==> src/rtl/pa_pkg.sv <==
package pa_pkg;
  localparam int ADDR_W = 3;

  typedef enum logic [ADDR_W-1:0] {
    A_CTRL   = 3'd0,
    A_BEN    = 3'd1,
    A_CNT_HI = 3'd2,
    A_CNT_LO = 3'd3,
    A_FLAGS  = 3'd4
  } pa_addr_e;

  // control register bit positions
  localparam int C_MERGE   = 6;
  localparam int C_GATED   = 5;
  localparam int C_POL     = 4;
  localparam int C_OVF_IE  = 1;
  localparam int C_EDGE_IE = 0;

  // flag register bit positions
  localparam int F_OVF  = 1;
  localparam int F_EDGE = 0;

  typedef struct packed {
    logic merge;
    logic gated;
    logic pol;
    logic ovf_ie;
    logic edge_ie;
  } pa_ctrl_t;
endpackage

==> src/rtl/pa_sync_edge.sv <==
module pa_sync_edge #(
  parameter int STAGES = 2
) (
  input  logic clk,
  input  logic rst_n,
  input  logic pin,
  output logic level,
  output logic rise,
  output logic fall
);
  logic [STAGES-1:0] shift_q;
  logic              prev_q;

  always_ff @(posedge clk or negedge rst_n) begin
    if (!rst_n) begin
      shift_q <= '0;
      prev_q  <= 1'b0;
    end else begin
      shift_q <= {shift_q[STAGES-2:0], pin};
      prev_q  <= shift_q[STAGES-1];
    end
  end

  assign level = shift_q[STAGES-1];
  assign rise  = level & ~prev_q;
  assign fall  = ~level & prev_q;
endmodule

==> src/rtl/pa_byte_cnt.sv <==
module pa_byte_cnt #(
  parameter int W = 8
) (
  input  logic         clk,
  input  logic         rst_n,
  input  logic         load,
  input  logic [W-1:0] load_val,
  input  logic         inc,
  output logic [W-1:0] q,
  output logic         at_max
);
  always_ff @(posedge clk or negedge rst_n) begin
    if (!rst_n)    q <= '0;
    else if (load) q <= load_val;
    else if (inc)  q <= q + 1'b1;
  end

  assign at_max = &q;
endmodule

==> src/rtl/pa_event_sel.sv <==
module pa_event_sel
  import pa_pkg::*;
(
  input  pa_ctrl_t   ctrl,
  input  logic [1:0] ben,
  input  logic       lvl_a,
  input  logic       rise_a,
  input  logic       fall_a,
  input  logic       rise_b,
  input  logic       fall_b,
  input  logic       tick,
  input  logic       lo_max,
  input  logic       hi_max,
  input  logic       hold,
  output logic       lo_inc,
  output logic       hi_inc,
  output logic       edge_set,
  output logic       ovf_set
);
  logic act_a, act_b, gate_open, step;

  always_comb begin
    act_a     = ctrl.pol ? rise_a : fall_a;
    act_b     = ctrl.pol ? rise_b : fall_b;
    gate_open = ctrl.pol ? ~lvl_a : lvl_a;
    step      = ctrl.gated ? (tick & gate_open) : act_a;
    if (ctrl.merge) begin
      lo_inc  = step & ~hold;
      hi_inc  = step & lo_max & ~hold;
      ovf_set = step & lo_max & hi_max & ~hold;
    end else begin
      lo_inc  = ben[0] & act_a & ~hold;
      hi_inc  = ben[1] & act_b & ~hold;
      ovf_set = 1'b0;
    end
    // trailing gate edge coincides with the selected edge of pin_a
    edge_set = ctrl.merge & act_a;
  end
endmodule

==> src/rtl/pulse_acc_top.sv <==
module pulse_acc_top
  import pa_pkg::*;
#(
  parameter int BYTE_W      = 8,
  parameter int SYNC_STAGES = 2
) (
  input  logic              clk,
  input  logic              rst_n,
  input  logic              bus_we,
  input  logic [2:0]        bus_addr,
  input  logic [BYTE_W-1:0] bus_wdata,
  output logic [BYTE_W-1:0] bus_rdata,
  input  logic              pin_a,
  input  logic              pin_b,
  input  logic              tick,
  output logic              ovf_flag,
  output logic              edge_flag,
  output logic              irq
);
  localparam int NPIN = 2;

  pa_ctrl_t          ctrl_q;
  logic [1:0]        ben_q;
  logic              ovf_q, edge_q;
  logic [NPIN-1:0]   pins, lvl, rise, fall;
  logic [BYTE_W-1:0] cnt_hi, cnt_lo;
  logic              hi_max, lo_max, lo_inc, hi_inc, edge_set, ovf_set;
  logic              wr_ctrl, wr_ben, wr_hi, wr_lo, wr_flags;

  assign pins = {pin_b, pin_a};

  genvar gi;
  generate
    for (gi = 0; gi < NPIN; gi++) begin : g_sync
      pa_sync_edge #(.STAGES(SYNC_STAGES)) u_sync (
        .clk(clk), .rst_n(rst_n), .pin(pins[gi]),
        .level(lvl[gi]), .rise(rise[gi]), .fall(fall[gi])
      );
    end
  endgenerate

  assign wr_ctrl  = bus_we && (bus_addr == A_CTRL);
  assign wr_ben   = bus_we && (bus_addr == A_BEN);
  assign wr_hi    = bus_we && (bus_addr == A_CNT_HI);
  assign wr_lo    = bus_we && (bus_addr == A_CNT_LO);
  assign wr_flags = bus_we && (bus_addr == A_FLAGS);

  pa_event_sel u_sel (
    .ctrl(ctrl_q), .ben(ben_q),
    .lvl_a(lvl[0]), .rise_a(rise[0]), .fall_a(fall[0]),
    .rise_b(rise[1]), .fall_b(fall[1]),
    .tick(tick), .lo_max(lo_max), .hi_max(hi_max),
    .hold(wr_hi | wr_lo),
    .lo_inc(lo_inc), .hi_inc(hi_inc),
    .edge_set(edge_set), .ovf_set(ovf_set)
  );

  pa_byte_cnt #(.W(BYTE_W)) u_lo (
    .clk(clk), .rst_n(rst_n), .load(wr_lo), .load_val(bus_wdata),
    .inc(lo_inc), .q(cnt_lo), .at_max(lo_max)
  );

  pa_byte_cnt #(.W(BYTE_W)) u_hi (
    .clk(clk), .rst_n(rst_n), .load(wr_hi), .load_val(bus_wdata),
    .inc(hi_inc), .q(cnt_hi), .at_max(hi_max)
  );

  always_ff @(posedge clk or negedge rst_n) begin
    if (!rst_n) begin
      ctrl_q <= '0;
      ben_q  <= '0;
      ovf_q  <= 1'b0;
      edge_q <= 1'b0;
    end else begin
      if (wr_ctrl) begin
        ctrl_q.merge   <= bus_wdata[C_MERGE];
        ctrl_q.gated   <= bus_wdata[C_GATED];
        ctrl_q.pol     <= bus_wdata[C_POL];
        ctrl_q.ovf_ie  <= bus_wdata[C_OVF_IE];
        ctrl_q.edge_ie <= bus_wdata[C_EDGE_IE];
      end
      if (wr_ben) ben_q <= bus_wdata[1:0];
      ovf_q  <= (ovf_q  & ~(wr_flags & bus_wdata[F_OVF]))  | ovf_set;
      edge_q <= (edge_q & ~(wr_flags & bus_wdata[F_EDGE])) | edge_set;
    end
  end

  always_comb begin
    bus_rdata = '0;
    case (bus_addr)
      A_CTRL: begin
        bus_rdata[C_MERGE]   = ctrl_q.merge;
        bus_rdata[C_GATED]   = ctrl_q.gated;
        bus_rdata[C_POL]     = ctrl_q.pol;
        bus_rdata[C_OVF_IE]  = ctrl_q.ovf_ie;
        bus_rdata[C_EDGE_IE] = ctrl_q.edge_ie;
      end
      A_BEN:    bus_rdata[1:0] = ben_q;
      A_CNT_HI: bus_rdata = cnt_hi;
      A_CNT_LO: bus_rdata = cnt_lo;
      A_FLAGS: begin
        bus_rdata[F_OVF]  = ovf_q;
        bus_rdata[F_EDGE] = edge_q;
      end
      default:  bus_rdata = '0;
    endcase
  end

  assign ovf_flag  = ovf_q;
  assign edge_flag = edge_q;
  assign irq       = (ovf_q & ctrl_q.ovf_ie) | (edge_q & ctrl_q.edge_ie);
endmodule

==> config.mk <==
export PLATFORM = sky130hd
export DESIGN_NAME = pulse_acc_top
export DESIGN_NICKNAME = d
export VERILOG_FILES = /design/src/rtl/pa_pkg.sv /design/src/rtl/pa_sync_edge.sv /design/src/rtl/pa_byte_cnt.sv /design/src/rtl/pa_event_sel.sv /design/src/rtl/pulse_acc_top.sv
export SDC_FILE = /design/constraint.sdc
export NUM_CORES = 1
export LEC_CHECK = 0
export BUFFER_PORTS_ARGS = -buffer_cell sky130_fd_sc_hd__buf_2
export CAP_MARGIN = 10
export CORE_MARGIN = 2
export CORE_UTILIZATION = 43
export DETAILED_ROUTE_END_ITERATION = 10
export HOLD_SLACK_MARGIN = 0.03
export PLACE_DENSITY = 0.65
export SLEW_MARGIN = 20
export SYNTH_ARGS = -nofsm -noshare
export SYNTH_HDL_FRONTEND = slang
export SYNTH_HIERARCHICAL = 1
export SYNTH_SLANG_ARGS = --single-unit
==> constraint.sdc <==
create_clock -name clk -period 1.8 [get_ports clk]
set_input_delay 0.27 -clock clk [delete_from_list [all_inputs] [get_ports clk]]
set_output_delay 0.27 -clock clk [all_outputs]
set_load 0.05 [all_outputs]
# [Yosys cells after proc, flatten, opt, wreduce, memory -nomap -nowiden]
# Index checks and enable logic that the tools add are counted.
[word_totals] register_bits=31 latch_bits=0 mem_bits_rw=0 rom_bits=0 input_bits=17 out_inout_bits=11 mem_count=0
[op_classes] add_sub_neg=2 multipliers=0 div=0 n_lt_le_gt_ge=0 n_eq_ne=4 n_shift=0 muxes=15 bitwise_logic=32 reduce_logical=10
[ops] cell="$mux W8" count=4
[ops] cell="$and A1 B1 Y1" count=21
[ops] cell="$add A8 B1 Y8 const B" count=2
[ops] cell="$reduce_and A8 Y1" count=2
[ops] cell="$pmux W2 S5" count=1
[ops] cell="$pmux W3 S3" count=1
[ops] cell="$mux W1" count=7
[ops] cell="$not A1 Y1" count=7
[ops] cell="$eq A3 B2 Y1 const B" count=2
[ops] cell="$logic_and A1 B1 Y1" count=5
[ops] cell="$or A1 B1 Y1" count=4
[ops] cell="$pmux W2 S2" count=1
[ops] cell="$reduce_bool A2 Y1" count=2
[ops] cell="$eq A3 B1 Y1 const B" count=1
[ops] cell="$eq A3 B3 Y1 const B" count=1
[ops] cell="$logic_not A3 Y1" count=1
[ops] cell="$pmux W1 S2" count=1

# [Longest topological paths before layout]
[depth] word_depth=9 depth_mapped=10 depth_no_buf=9

# [Modules after synthesis]
# The synthesis kept the hierarchy.
[modules_own_cells] module="pa_byte_cnt" n_inst=2 cells_per_inst=51 area_each_um2=456.7
[modules_own_cells] module="pulse_acc_top" n_inst=1 cells_per_inst=63 area_each_um2=663.1
[modules_own_cells] module="pa_sync_edge" n_inst=2 cells_per_inst=5 area_each_um2=90.1
[modules_own_cells] module="pa_event_sel" n_inst=1 cells_per_inst=18 area_each_um2=115.1

# [Worst setup path before layout]
# Ideal clock, no wire load.
[synth_path] path_kind="register to output" startpoint="register ovf_q, in the netlist ovf_flag" endpoint="output port bus_rdata[1]" t_arrival_ns=1.883 required_time_ns=1.530 path_slack_ns=-0.353 path_stages_with_launch=3 path_buffers=0 path_cell_list="dfrtp_1 a31oi_1 o21ai_0"
[synth_via] elab_chain_cells=1
[synth_lines] item="start: declaration" line_no="pulse_acc_top.sv:24" text="logic ovf_q, edge_q;"
[synth_lines] item="start signal: assignment" line_no="pulse_acc_top.sv:83" text="ovf_q <= (ovf_q & ~(wr_flags & bus_wdata[F_OVF])) | ovf_set;"
[synth_lines] item="$pmux W2 S5" line_no="pulse_acc_top.sv:90" text="case (bus_addr)"
[synth_lines] item="end: declaration" line_no="pulse_acc_top.sv:12" text="output logic [BYTE_W-1:0] bus_rdata,"
# Every way passes these cells.

# [Worst setup path in the final report]
[layout_path] startpoint="register g_sync[0].u_sync.shift_q[1]" endpoint="register u_hi.q[5]"
[layout_via] word_cells_on_any_way=11 cone_classes="4 x mux; 6 x bitwise; 1 x reduce/logical"
[layout_lines] item="start: declaration" line_no="pa_sync_edge.sv:11" text="logic [STAGES-1:0] shift_q;"
[layout_lines] item="start signal: assignment" line_no="pa_sync_edge.sv:19" text="shift_q <= {shift_q[STAGES-2:0], pin};"
[layout_lines] item="$and A1 B1 Y1" line_no="pa_sync_edge.sv:25" text="assign rise = level & ~prev_q;"
[layout_lines] item="net rise[0]" line_no="pulse_acc_top.sv:25" text="logic [NPIN-1:0] pins, lvl, rise, fall;"
[layout_lines] item="$mux W1" line_no="pa_event_sel.sv:23" text="act_a = ctrl.pol ? rise_a : fall_a;"
[layout_lines] item="$mux W1" line_no="pa_event_sel.sv:26" text="step = ctrl.gated ? (tick & gate_open) : act_a;"
[layout_lines] item="$and A1 B1 Y1 (2 in series)" line_no="pa_event_sel.sv:29" text="hi_inc = step & lo_max & ~hold;"
[layout_lines] item="$mux W1" line_no="pa_event_sel.sv:27" text="if (ctrl.merge) begin"
[layout_lines] item="net hi_inc" line_no="pulse_acc_top.sv:27" text="logic hi_max, lo_max, lo_inc, hi_inc, edge_set, ovf_set;"
[layout_lines] item="$reduce_bool A2 Y1 (no line)"
[layout_lines] item="end signal: assignment" line_no="pa_byte_cnt.sv:14" text="else if (load) q <= load_val;"
[layout_lines] item="end signal: assignment" line_no="pa_byte_cnt.sv:15" text="else if (inc) q <= q + 1'b1;"
[layout_lines] item="end: declaration" line_no="pa_byte_cnt.sv:9" text="output logic [W-1:0] q,"
# The timed path passes the listed nets, and every way through them passes these cells.
# A chain may end at the register's enable or synchronous reset.

==> metrics <==
min cycle time layout 1.99 ns; setup repair after global routing missed its margin yes; die height 70.0 um; number of DRC markers in iteration 0 137; share of post-route cells with drive strength above 1 41.9%; maximum fanout along the worst path 5; outcome finished, violations left; final std cell area, no fill 2460 um2; number of logic stages on the critical path including buffering 8; Critical-path top delay cell or4_1; count of TritonRoute iterations in the first routing pass 4; headroom to the max-slew limit 54.4%; antenna cell count 0; total congestion overflow 0; wire length after detailed routing 4540 um; clock tree from TritonCTS built; Syn. warnings 6; largest area contributor in the synthesized netlist dfrtp_1; violations in the final reports setup timing; later-pin clock latency in the skew report 0.27 ns; max-capacitance violation count 0; P per Cell Area 1110 nW/um2; leakage power figure 1.09 nW; number of buffers created by CTS 5; VDD IR-drop max 0.586 mV; routability cong. 0.841; Synth Register Bits 31; worst-case setup slack after placement -0.222 ns; Yosys top cell area share 41.4%; placeable core region 4090 um2; total number of H-tree levels 2; Largest stage delay, worst path 0.48 ns; Top delay family on crit path simple AND/OR/NAND/NOR gates; Area contributors post-synth dfrtp_1 (41%), mux2_2 (6.6%), nand2_1 (5.2%), o21ai_0 (4.5%), mux2i_1 (4.3%); critical path data required time 2.01 ns; antenna viol nets, final 0; starting density of the core 45.8%; count of pins on the block boundary 28; Die X-Extent 70.0 um; final net count 265; Vias 1600; count of fill cells added during filler insertion 338; global router's overall resource usage 19.3%; mean post-synth cell area 9.70 um2; count of buffers from port buffering 27; clk_skew 0.00174 ns; highest-count cells in the layout ignoring fill and taps dfrtp_1 (30), buf_4 (27), nand2_1 (25), buf_2 (23), o21ai_1 (13); area of the die 4900 um2; number of global-route vias before repair 1545; sinks on the clock net 31; number of buffers on the longest clock path 2; maximum clock rate 502 MHz; worst r2r path cells 8; Post-Layout Cell Count 296; total buffers and inverters traversed by the critical path 2; Seq/Total Area, Yosys 41.4%; placed wire-length estimate 3320 um; clock root cell clkbuf_8; Setup Viol. Count Final 12; worst endpoint data arrival time 2.20 ns; critical path cell sequence nor2b_4 -> inv_2 -> o221a_4 -> o32ai_2 -> buf_4 -> nand3_2 -> or4_1 -> nand3_1; startpoint type of the worst setup path flip-flop; path category of the worst min-delay check input pin to asynchronous set/reset pin; commonest non-fill, non-tap cell in the layout dfrtp_1; vias per std cell 5.41; number of remaining DRC errors 0; first-pass GRT wire length 7440 um; gate count after technology mapping 193; largest net degree at the start of global routing 32; final hold viol count 0; Syn Std Cell Area 1870 um2; initial antenna violation count 0; number of placed cells counting well taps 287; actual transition at the worst max-transition pin 0.684 ns; least setup slack across all paths after layout -0.190 ns; final clock period utilization by the worst path 111%; count of distinct cell types in the synthesized netlist 36; Row Count 23; clock edge transition at the registers on the reported setup and hold paths 0.06 ns; DP Area 2220 um2; syn_nets 212; critical path endpoint category flip-flop; final number of max-transition violations 0; critical path class flip-flop to flip-flop; area growth from synthesis to layout 31.4%; post-route worst hold slack 0.0321 ns; mean routed wirelength per cell 15.3 um
-- per-stage QoR --
step | power (mW) | utilization (%) | setup TNS (ns)
after floorplan | 1.66 | - | -0.343
after global placement | 2.05 | 54.3 | -2.13
after detailed placement | 2.07 | 54.3 | -2.50
after CTS | 2.64 | 57.2 | -1.47
after global routing | 2.90 | 60.2 | -2.59
final | 2.73 | 60.2 | -1.15
-- synthesized netlist by cell type (all sizes together) --
| library cell | count |
|---|---|
| o22ai | 1 |
| o221a | 1 |
| a32oi | 1 |
| ha | 2 |
| a2bb2oi | 1 |
| and4bb | 1 |
| xnor2 | 2 |
| mux2i | 8 |
| a31oi | 1 |
| clkbuf | 2 |
| nor2b | 12 |
| and2b | 2 |
| o32ai | 2 |
| xor2 | 6 |
| a21o | 2 |
| nand2 | 26 |
| nand2b | 2 |
| nand3 | 14 |
| inv | 3 |
| o21a | 1 |
| nor4b | 2 |
| and3b | 1 |
| nand4 | 8 |
| dfrtp | 31 |
| a22o | 1 |
| nor3 | 1 |
| buf | 8 |
| or4 | 6 |
| o21ai | 17 |
| a311oi | 1 |
| nor2 | 13 |
| a22oi | 3 |
| mux2 | 11 |
-- report_power, final --
| group | total [mW] | switching, mW | internal (mW) |
|---|---|---|---|
| Sequential | 1.09 | 0.215 | 0.877 |
| Combinational | 1.11 | 0.576 | 0.532 |
| Clock | 0.533 | 0.234 | 0.299 |
-- repair_timing --
| item | CTS | global route |
|---|---|---|
| endpoints found under the setup margin | 16 | 20 |
| cloned | 0 | 0 |
| hold endpoints to repair | 0 | 0 |
| hold buffers | 0 | 0 |
| gates resized for setup | 15 | 32 |
| buffers inserted | 1 | 2 |
| pin swaps | 7 | 17 |
-- layer usage --
layer	wire (um)	up-vias	track usage, %
li1	-	796	-
met5	0	-	0
met1	2100	766	26.3
met2	2180	31	29.9
met3	199	7	4.76
met4	59	0	6.84
-- registers in the layout, summed over array words and instances (netlist names) --
name and cells:
ben_q 2, ctrl_q 5, edge_flag 1, g_sync.u_sync/prev_q 2
g_sync.u_sync/shift_q 4, ovf_flag 1, u_hi/q 8, u_lo/q 8
-- final cells by class --
class / count / area, um2 / area share, %
inverters: 3 / 11.3 / 0.458
well taps: 50 / 62.6 / 2.54
repair buffers: 56 / 394 / 16.0
multi-input cells: 149 / 1130 / 45.8
clock buffers: 6 / 82.6 / 3.36
clock inverters: 1 / 5.00 / 0.203
flip-flops and latches: 31 / 777 / 31.6
-- worst paths after layout --
kind / startpoint / to / slack (ns)
setup / recovery: g_sync[0].u_sync/shift_q[1]$_DFF_PN0_ / u_hi/q[5]$_DFFE_PN0P_ / -0.19
hold / removal: rst_n / u_lo/q[7]$_DFFE_PN0P_ / 0.03
setup reg to reg: g_sync[0].u_sync/shift_q[1]$_DFF_PN0_ / u_hi/q[5]$_DFFE_PN0P_ / -0.19
hold reg to reg: g_sync[1].u_sync/shift_q[0]$_DFF_PN0_ / g_sync[1].u_sync/shift_q[1]$_DFF_PN0_ / 0.35
max in group asynchronous: rst_n / ctrl_q[3]$_DFFE_PN0P_ / 1.28
min in group clk: pin_b / g_sync[1].u_sync/shift_q[0]$_DFF_PN0_ / 0.10
-- kinds of logic (layout without fill, tap and decap cells) --
family | after synthesis | in the layout | synth area share (%)
simple gates | 88 | 88 | 26.9
fa+ha+maj | 2 | 2 | 1.34
xor+xnor | 8 | 8 | 3.74
buf+inv | 13 | 66 | 4.68
flops | 31 | 31 | 41.4
compound gates | 32 | 32 | 11.0
mux | 19 | 19 | 10.9
Note: power is estimated with default switching activity, not from simulation.
